### src/rtl/gx_cg_pkg.sv
`timescale 1ns/1ps
package gx_cg_pkg;

  typedef enum logic [2:0] {
    CG_IDLE  = 3'd0,
    CG_START = 3'd1,
    CG_DATA  = 3'd2,
    CG_END   = 3'd3,
    CG_EXT   = 3'd4,
    CG_ERROR = 3'd5
  } cg_kind_e;

  typedef enum logic [2:0] {
    IC_GAP     = 3'd0,
    IC_EXTEND  = 3'd1,
    IC_RESV    = 3'd2,
    IC_DATA    = 3'd3,
    IC_ERRPROP = 3'd4
  } in_class_e;

  typedef enum logic [1:0] {
    SQ_IDLE  = 2'd0,
    SQ_FRAME = 2'd1,
    SQ_TAIL  = 2'd2
  } seq_state_e;

endpackage

### src/rtl/gx_tx_classify.sv
`timescale 1ns/1ps
// Decodes enable, control qualifier and the octet's upper field into an input class.
module gx_tx_classify
  import gx_cg_pkg::*;
#(
  parameter int          EXT_W    = 4,
  parameter logic [EXT_W-1:0] EXT_CODE = 4'h5
) (
  input  logic             en,
  input  logic             ctrl,
  input  logic [EXT_W-1:0] d_hi,
  output in_class_e        cls
);

  always_comb begin
    if (en) begin
      cls = ctrl ? IC_ERRPROP : IC_DATA;
    end else if (!ctrl) begin
      cls = IC_GAP;
    end else if (d_hi == EXT_CODE) begin
      cls = IC_EXTEND;
    end else begin
      cls = IC_RESV;
    end
  end

endmodule

### src/rtl/gx_tx_framer.sv
`timescale 1ns/1ps
// Frame state machine: picks the next code-group kind from the input class.
module gx_tx_framer
  import gx_cg_pkg::*;
(
  input  logic      clk,
  input  logic      rst,
  input  in_class_e cls,
  output cg_kind_e  kind_nxt,
  output logic      load_octet,
  output logic      resv_hit
);

  seq_state_e state_q, state_d;

  always_comb begin
    state_d    = state_q;
    kind_nxt   = CG_IDLE;
    load_octet = 1'b0;
    resv_hit   = (cls == IC_RESV);
    case (state_q)
      SQ_IDLE: begin
        if (cls == IC_DATA || cls == IC_ERRPROP) begin
          kind_nxt = CG_START;
          state_d  = SQ_FRAME;
        end
      end
      SQ_FRAME: begin
        if (cls == IC_DATA) begin
          kind_nxt   = CG_DATA;
          load_octet = 1'b1;
        end else if (cls == IC_ERRPROP) begin
          kind_nxt   = CG_ERROR;
          load_octet = 1'b1;
        end else begin
          kind_nxt = CG_END;
          state_d  = SQ_TAIL;
        end
      end
      SQ_TAIL: begin
        if (cls == IC_DATA || cls == IC_ERRPROP) begin
          kind_nxt = CG_START;
          state_d  = SQ_FRAME;
        end else if (cls == IC_EXTEND) begin
          kind_nxt = CG_EXT;
        end else if (cls == IC_RESV) begin
          kind_nxt = CG_IDLE;
          state_d  = SQ_IDLE;
        end else begin
          kind_nxt = CG_EXT;
          state_d  = SQ_IDLE;
        end
      end
      default: state_d = SQ_IDLE;
    endcase
  end

  always_ff @(posedge clk) begin
    if (rst) state_q <= SQ_IDLE;
    else     state_q <= state_d;
  end

endmodule

### src/rtl/gx_tx_outreg.sv
`timescale 1ns/1ps
// Output register stage: kind, octet, carrier sense and the sticky reserved flag.
module gx_tx_outreg
  import gx_cg_pkg::*;
#(
  parameter int DATA_W = 8
) (
  input  logic              clk,
  input  logic              rst,
  input  cg_kind_e          kind_nxt,
  input  logic              load_octet,
  input  logic              resv_hit,
  input  logic [DATA_W-1:0] d,
  output cg_kind_e          kind_q,
  output logic [DATA_W-1:0] octet_q,
  output logic              crs_q,
  output logic              resv_q
);

  always_ff @(posedge clk) begin
    if (rst) begin
      kind_q  <= CG_IDLE;
      octet_q <= '0;
      crs_q   <= 1'b0;
      resv_q  <= 1'b0;
    end else begin
      kind_q  <= kind_nxt;
      octet_q <= load_octet ? d : '0;
      crs_q   <= (kind_nxt != CG_IDLE);
      resv_q  <= resv_q | resv_hit;
    end
  end

endmodule

### src/rtl/gx_tx_codegroup_seq.sv
`timescale 1ns/1ps
module gx_tx_codegroup_seq
  import gx_cg_pkg::*;
#(
  parameter int          DATA_W   = 8,
  parameter int          EXT_W    = 4,
  parameter logic [EXT_W-1:0] EXT_CODE = 4'h5
) (
  input  logic              clk,
  input  logic              rst,
  input  logic              tx_en,
  input  logic              tx_ctrl,
  input  logic [DATA_W-1:0] txd,
  output logic [2:0]        cg_kind,
  output logic [DATA_W-1:0] cg_octet,
  output logic              crs,
  output logic              reserved_seen
);

  localparam int HI_LSB = DATA_W - EXT_W;

  in_class_e cls;
  cg_kind_e  kind_nxt;
  cg_kind_e  kind_q;
  logic      load_octet;
  logic      resv_hit;

  gx_tx_classify #(.EXT_W(EXT_W), .EXT_CODE(EXT_CODE)) u_classify (
    .en   (tx_en),
    .ctrl (tx_ctrl),
    .d_hi (txd[DATA_W-1:HI_LSB]),
    .cls  (cls)
  );

  gx_tx_framer u_framer (
    .clk        (clk),
    .rst        (rst),
    .cls        (cls),
    .kind_nxt   (kind_nxt),
    .load_octet (load_octet),
    .resv_hit   (resv_hit)
  );

  gx_tx_outreg #(.DATA_W(DATA_W)) u_outreg (
    .clk        (clk),
    .rst        (rst),
    .kind_nxt   (kind_nxt),
    .load_octet (load_octet),
    .resv_hit   (resv_hit),
    .d          (txd),
    .kind_q     (kind_q),
    .octet_q    (cg_octet),
    .crs_q      (crs),
    .resv_q     (reserved_seen)
  );

  assign cg_kind = kind_q;

endmodule

### config.mk
export PLATFORM = sky130hd
export DESIGN_NAME = gx_tx_codegroup_seq
export DESIGN_NICKNAME = d
export VERILOG_FILES = /design/src/rtl/gx_cg_pkg.sv /design/src/rtl/gx_tx_classify.sv /design/src/rtl/gx_tx_framer.sv /design/src/rtl/gx_tx_outreg.sv /design/src/rtl/gx_tx_codegroup_seq.sv
export SDC_FILE = /design/constraint.sdc
export NUM_CORES = 1
export LEC_CHECK = 0
export BUFFER_PORTS_ARGS = -buffer_cell sky130_fd_sc_hd__buf_4
export CORE_UTILIZATION = 25
export DETAILED_ROUTE_END_ITERATION = 8
export GPL_TIMING_DRIVEN = 0
export SLEW_MARGIN = 5
export SYNTH_ARGS = -nofsm -noshare
export SYNTH_HDL_FRONTEND = slang
export SYNTH_SLANG_ARGS = --single-unit
### constraint.sdc
create_clock -name clk -period 2.7 [get_ports clk]
set_input_delay 0.81 -clock clk [delete_from_list [all_inputs] [get_ports clk]]
set_output_delay 0.81 -clock clk [all_outputs]
set_load 0.02 [all_outputs]
# ---- Word level (Yosys, flattened, before mapping)
# Index checks and enable logic that the tools add are counted.
dict set report totals {
  output_inout_bits 13
  word_cells 43
  register_bits 15
}
dict set report op_classes {
  n_mux 20
  eq_ne 11
  reduce_logical 5
  bitwise_logic 2
}
# op count
set ops {}
lappend ops {{$mux 3} 8}
lappend ops {{$mux 2} 6}
lappend ops {{$pmux 3 s3} 1}
lappend ops {{$eq 3x2->1 const B} 2}
lappend ops {{$pmux 2 s3} 1}
lappend ops {{$eq 4x3->1 const B} 1}
lappend ops {{$mux 1} 4}
lappend ops {{$ne 2x2->1 const B} 2}
lappend ops {{$reduce_and 4->1} 1}
lappend ops {{$eq 3x1->1 const B} 1}
lappend ops {{$eq 3x3->1 const B} 1}
lappend ops {{$ne 3x2->1 const B} 1}
lappend ops {{$reduce_bool 3->1} 1}
lappend ops {{$eq 2x1->1 const B} 1}
lappend ops {{$eq 2x2->1 const B} 1}
lappend ops {{$logic_not 2->1} 1}
lappend ops {{$ne 2x1->1 const B} 1}
lappend ops {{$reduce_or 2->1} 1}
lappend ops {{$logic_or 1x1->1} 1}
lappend ops {{$not 1->1} 1}
lappend ops {{$or 1x1->1} 1}

# ---- Logic depth before layout (Yosys ltp)
dict set report depth {
  word_depth 10
  depth_mapped 3
  ltp_nobuf 3
}

# ---- Cells and area by module
# Synthesis repeated with hierarchy kept, for this count alone.
dict set report unflattened {
  hier_cells 55
  hier_area_um2 584.3
}
# module seq_area_each_um2 n_inst area_each_um2 cells_per_inst
set modules_own_cells {}
lappend modules_own_cells {gx_tx_outreg 260.2 1 366.6 29}
lappend modules_own_cells {gx_tx_framer 40.0 1 161.4 19}
lappend modules_own_cells {gx_tx_classify 0.0 1 56.3 7}

# ---- Least setup slack after synthesis
# Ideal clock, no wire load.
dict set report synth_path {
  path_kind {in2reg}
  from {in txd[7]}
  to {reg u_outreg.resv_q}
  cell_stages 3
  path_slack_ns 1.245
  setup_ns 0.115
  arrival_ns 1.340
  n_path_buf 0
  path_cell_list {and4bb_2 -> nor3_1 -> o21ba_2}
}
dict set report synth_between {
  elab_chain_len 6
}
# element line_no
set synth_rtl {}
lappend synth_rtl {{start: declaration} gx_tx_codegroup_seq.sv:13} ;# input logic [DATA_W-1:0] txd,
lappend synth_rtl {{$eq 4x3->1} gx_tx_classify.sv:20} ;# end else if (d_hi == EXT_CODE) begin
lappend synth_rtl {{$mux 2} gx_tx_classify.sv:20}
lappend synth_rtl {{$mux 3} gx_tx_classify.sv:18} ;# end else if (!ctrl) begin
lappend synth_rtl {{$mux 3} gx_tx_classify.sv:16} ;# if (en) begin
lappend synth_rtl {{$eq 3x2->1} gx_tx_framer.sv:20} ;# resv_hit = (cls == IC_RESV);
lappend synth_rtl {{$or 1x1->1} gx_tx_outreg.sv:30} ;# resv_q <= resv_q | resv_hit;
lappend synth_rtl {{end signal: assignment} gx_tx_outreg.sv:30}
lappend synth_rtl {{end: declaration} gx_tx_outreg.sv:17} ;# output logic resv_q
# No other way between the ends.
# A chain may end at the register's enable or synchronous reset.

# ---- Worst setup path after layout
dict set report layout_path {
  from {reg u_outreg.resv_q}
  to {out reserved_seen}
}
# element line_no
set layout_rtl {}
lappend layout_rtl {{end: declaration} gx_tx_codegroup_seq.sv:17} ;# output logic reserved_seen
# No word-level cell between the ends.

==> impl_metrics.env <==
export IMPL_status="finished clean"
export IMPL_drt_wl_total_microns=892
export IMPL_die_w_microns=46.35
export IMPL_vdd_drop_max_mv=0.1745
export IMPL_grt_use_total_pct=10.13
export IMPL_antenna_found_initial=0
export IMPL_post_drt_wl_per_cell_microns=9.102
export IMPL_min_delay_path_depth=1
export IMPL_postCtsSetupRepairBufs=0
export IMPL_rr_worst_depth=3
export IMPL_cts_resized_gates=0
export IMPL_cts_buffer_depth=2
export IMPL_grt_pass1_wl_microns=1483
export IMPL_synth_seq_cells=15
export IMPL_reg2reg_from="u_framer.state_q[1]$_SDFFE_PP0P_"
export IMPL_initial_utilization_pct=27.58
export IMPL_fp_dieH_microns=46.35
export IMPL_std_cell_rows=15
export IMPL_required_ps=1890
export IMPL_min_path_type="register to register"
export IMPL_rrSetupSlack_ps=1730
export IMPL_path_cells="buf_4"
export IMPL_min_to="u_framer.state_q[0]$_SDFFE_PP0P_"
export IMPL_synth_distinct_cells=21
export IMPL_drive_above_1_share_pct=43.84
export IMPL_layout_common_cells="buf_4, dfxtp_1, and2_1, clkbuf_4"
export IMPL_highest_layer="met4"
export IMPL_setup_viol=0
export IMPL_path_delay_family="flip-flops"
export IMPL_clock_root_buffer="clkbuf_4"
export IMPL_synth_nets=57
export IMPL_worstReg2RegEnd="u_outreg.octet_q[0]$_SDFF_PP0_"
export IMPL_cp_slowest_cell="dfxtp_1"
export IMPL_postSynthCellCount=45
export IMPL_ant_nets=0
export IMPL_vias=409
export IMPL_drtIter0Drc=2
export IMPL_hold_buffers=0
export IMPL_first_global_vias=343
export IMPL_drv_cap=0
export IMPL_slowest_delay_ps=340
export IMPL_synth_avg_cell_area_sq_um=10.93
export IMPL_fill_cells=183
export IMPL_multi_input_comb_area_sq_um=183.9
export IMPL_power_density_nw_per_um2=552.0
export IMPL_grt_max_degree=10
export IMPL_drc_errors=0
export IMPL_final_seq_area_sq_um=300.3
export IMPL_die_area_sq_um=2148
export IMPL_cp_arrival_ps=770
export IMPL_gp_congestion=0.6650
export IMPL_relSlewSlack_pct=84.00
export IMPL_wl_met2_microns=403
export IMPL_hold_viol=0
export IMPL_wl_met1_microns=374
export IMPL_cp_end_kind="output pin"
export IMPL_critPathBufInv=1
export IMPL_clock_latency_ps=280
export IMPL_maxSlewViolCount=0
export IMPL_leakage_uw=0.0003321
export IMPL_fin_setup_tns_ps=0
export IMPL_hp_start="u_framer.state_q[1]$_SDFFE_PP0P_"
export IMPL_dp_slack_ps=1088
export IMPL_worst_pin_slew_ps=240.0
export IMPL_numCtsBuffers=3
export IMPL_grt_setup_unrepaired="false"
export IMPL_cts_sinks=15
export IMPL_fin_worst_skew_ps=7.549
export IMPL_syn_to_final_growth_pct=48.60
export IMPL_io_buffers=24
export IMPL_cts_tree="built"
export IMPL_pin_count=25
export IMPL_yosys_warnings=0
export IMPL_min_period_ps=1578
export IMPL_wl_met3_microns=106
export IMPL_coreArea_sq_um=1783
export IMPL_path_class="register to output pin"
export IMPL_ys_seq_area_share_pct=61.07
export IMPL_synthesis_area_sq_um=491.7
export IMPL_layout_setup_ws_ps=1122
export IMPL_drt_first_pass_iters=2
export IMPL_vias_per_cell=4.173
export IMPL_h_tree_depth=1
export IMPL_place_hpwl_microns=695.3
export IMPL_fin_nets=86
export IMPL_clk_pin_slew_ps=90
export IMPL_antenna_cells=0
export IMPL_fmax_mhz=633.8
export IMPL_fin_crit_sh_pct=58.43
export IMPL_path_max_fanout=2
export IMPL_grt_overflow=0
export IMPL_critPathLaunchType="register"
export IMPL_final_common_cell="buf_4"
## state kept, by name (all words and copies together), names as in the netlist
signal and flops:
u_outreg.kind_q 3, u_outreg.crs_q 1, u_framer.state_q 2, u_outreg.resv_q 1, u_outreg.octet_q 8
## routing by layer
metal	vias up	global-route usage, %
li1	208	-
met1	177	11.79
met2	22	14.72
met3	2	4.314
met4	0	7.059
met5	-	0
## cell type report
| type | count | area share (%) |
|---|---|---|
| clock buffers | 3 | 3.082 |
| clock inverters | 1 | 0.6849 |
| inverters | 2 | 1.027 |
| multi-input cells | 28 | 25.17 |
| flip-flops and latches | 15 | 41.10 |
| well taps | 25 | 4.281 |
| repair buffers | 24 | 24.66 |
## metrics by stage
stage | hold slack, ps | std cells | utilization [%] | power [uW] | area [sq um]
finish | 496.0 | 98 | 40.98 | 403.4 | 730.7
global placement | 465.7 | 94 | 39.44 | 283.2 | 703.2
CTS | 495.5 | 98 | 40.98 | 411.9 | 730.7
global route | 519.7 | 98 | 40.98 | 429.8 | 730.7
detailed placement | 469.3 | 94 | 39.44 | 283.7 | 703.2
floorplan | 441.4 | 45 | - | 257.5 | 491.7
## cell usage after synthesis (all sizes together)
cell type / instances / area share (%)
a211o: 1 / 1.8
a21boi: 1 / 1.5
a21oi: 2 / 2.0
a31oi: 1 / 1.3
and2: 8 / 10
and4bb: 1 / 2.5
dfxtp: 15 / 61
inv: 2 / 1.5
nand2: 2 / 1.5
nand2b: 2 / 2.5
nand3: 1 / 1.0
nor2: 2 / 3.1
nor2b: 1 / 1.3
nor3: 1 / 1.0
nor3b: 1 / 1.5
o211ai: 1 / 1.5
o21ai: 1 / 1.0
o21ba: 1 / 2.0
o31ai: 1 / 1.5
## where the power goes
group	leakage, uW	switching, uW	internal, uW
clock network	0.0000177	70.3	54.9
registers	0.000122	2.87	228
logic	0.000192	22.3	24.6
total	0.000332	95.4	308
## how the worst max path moves through the flow
| stage | startpoint | end | slack, ps | cells past startpoint |
|---|---|---|---|---|
| 6_report | u_outreg.resv_q$_SDFF_PP0_ | reserved_seen | 1120 | 1 |
| 5_1_grt | u_outreg.resv_q$_SDFF_PP0_ | reserved_seen | 1080 | 1 |
| 4_1_cts | u_outreg.resv_q$_SDFF_PP0_ | reserved_seen | 1110 | 1 |
| 3_5_place_dp | txd[7] | u_outreg.resv_q$_SDFF_PP0_ | 1090 | 4 |
| 3_3_place_gp | txd[7] | u_outreg.resv_q$_SDFF_PP0_ | 1100 | 4 |
| 2_1_floorplan | txd[7] | u_outreg.resv_q$_SDFF_PP0_ | 1250 | 3 |
## cell families (layout without fill, tap and decap cells)
| kind of cell | after synthesis | after routing | share of synthesized area (%) |
|---|---|---|---|
| flip-flops | 15 | 15 | 61.07 |
| AND/OR/NAND/NOR | 19 | 19 | 24.68 |
| buffers and inverters | 2 | 30 | 1.525 |
| AO/OA/AOI/OAI | 9 | 9 | 12.72 |
No activity file was read; power rests on OpenSTA's default activity.
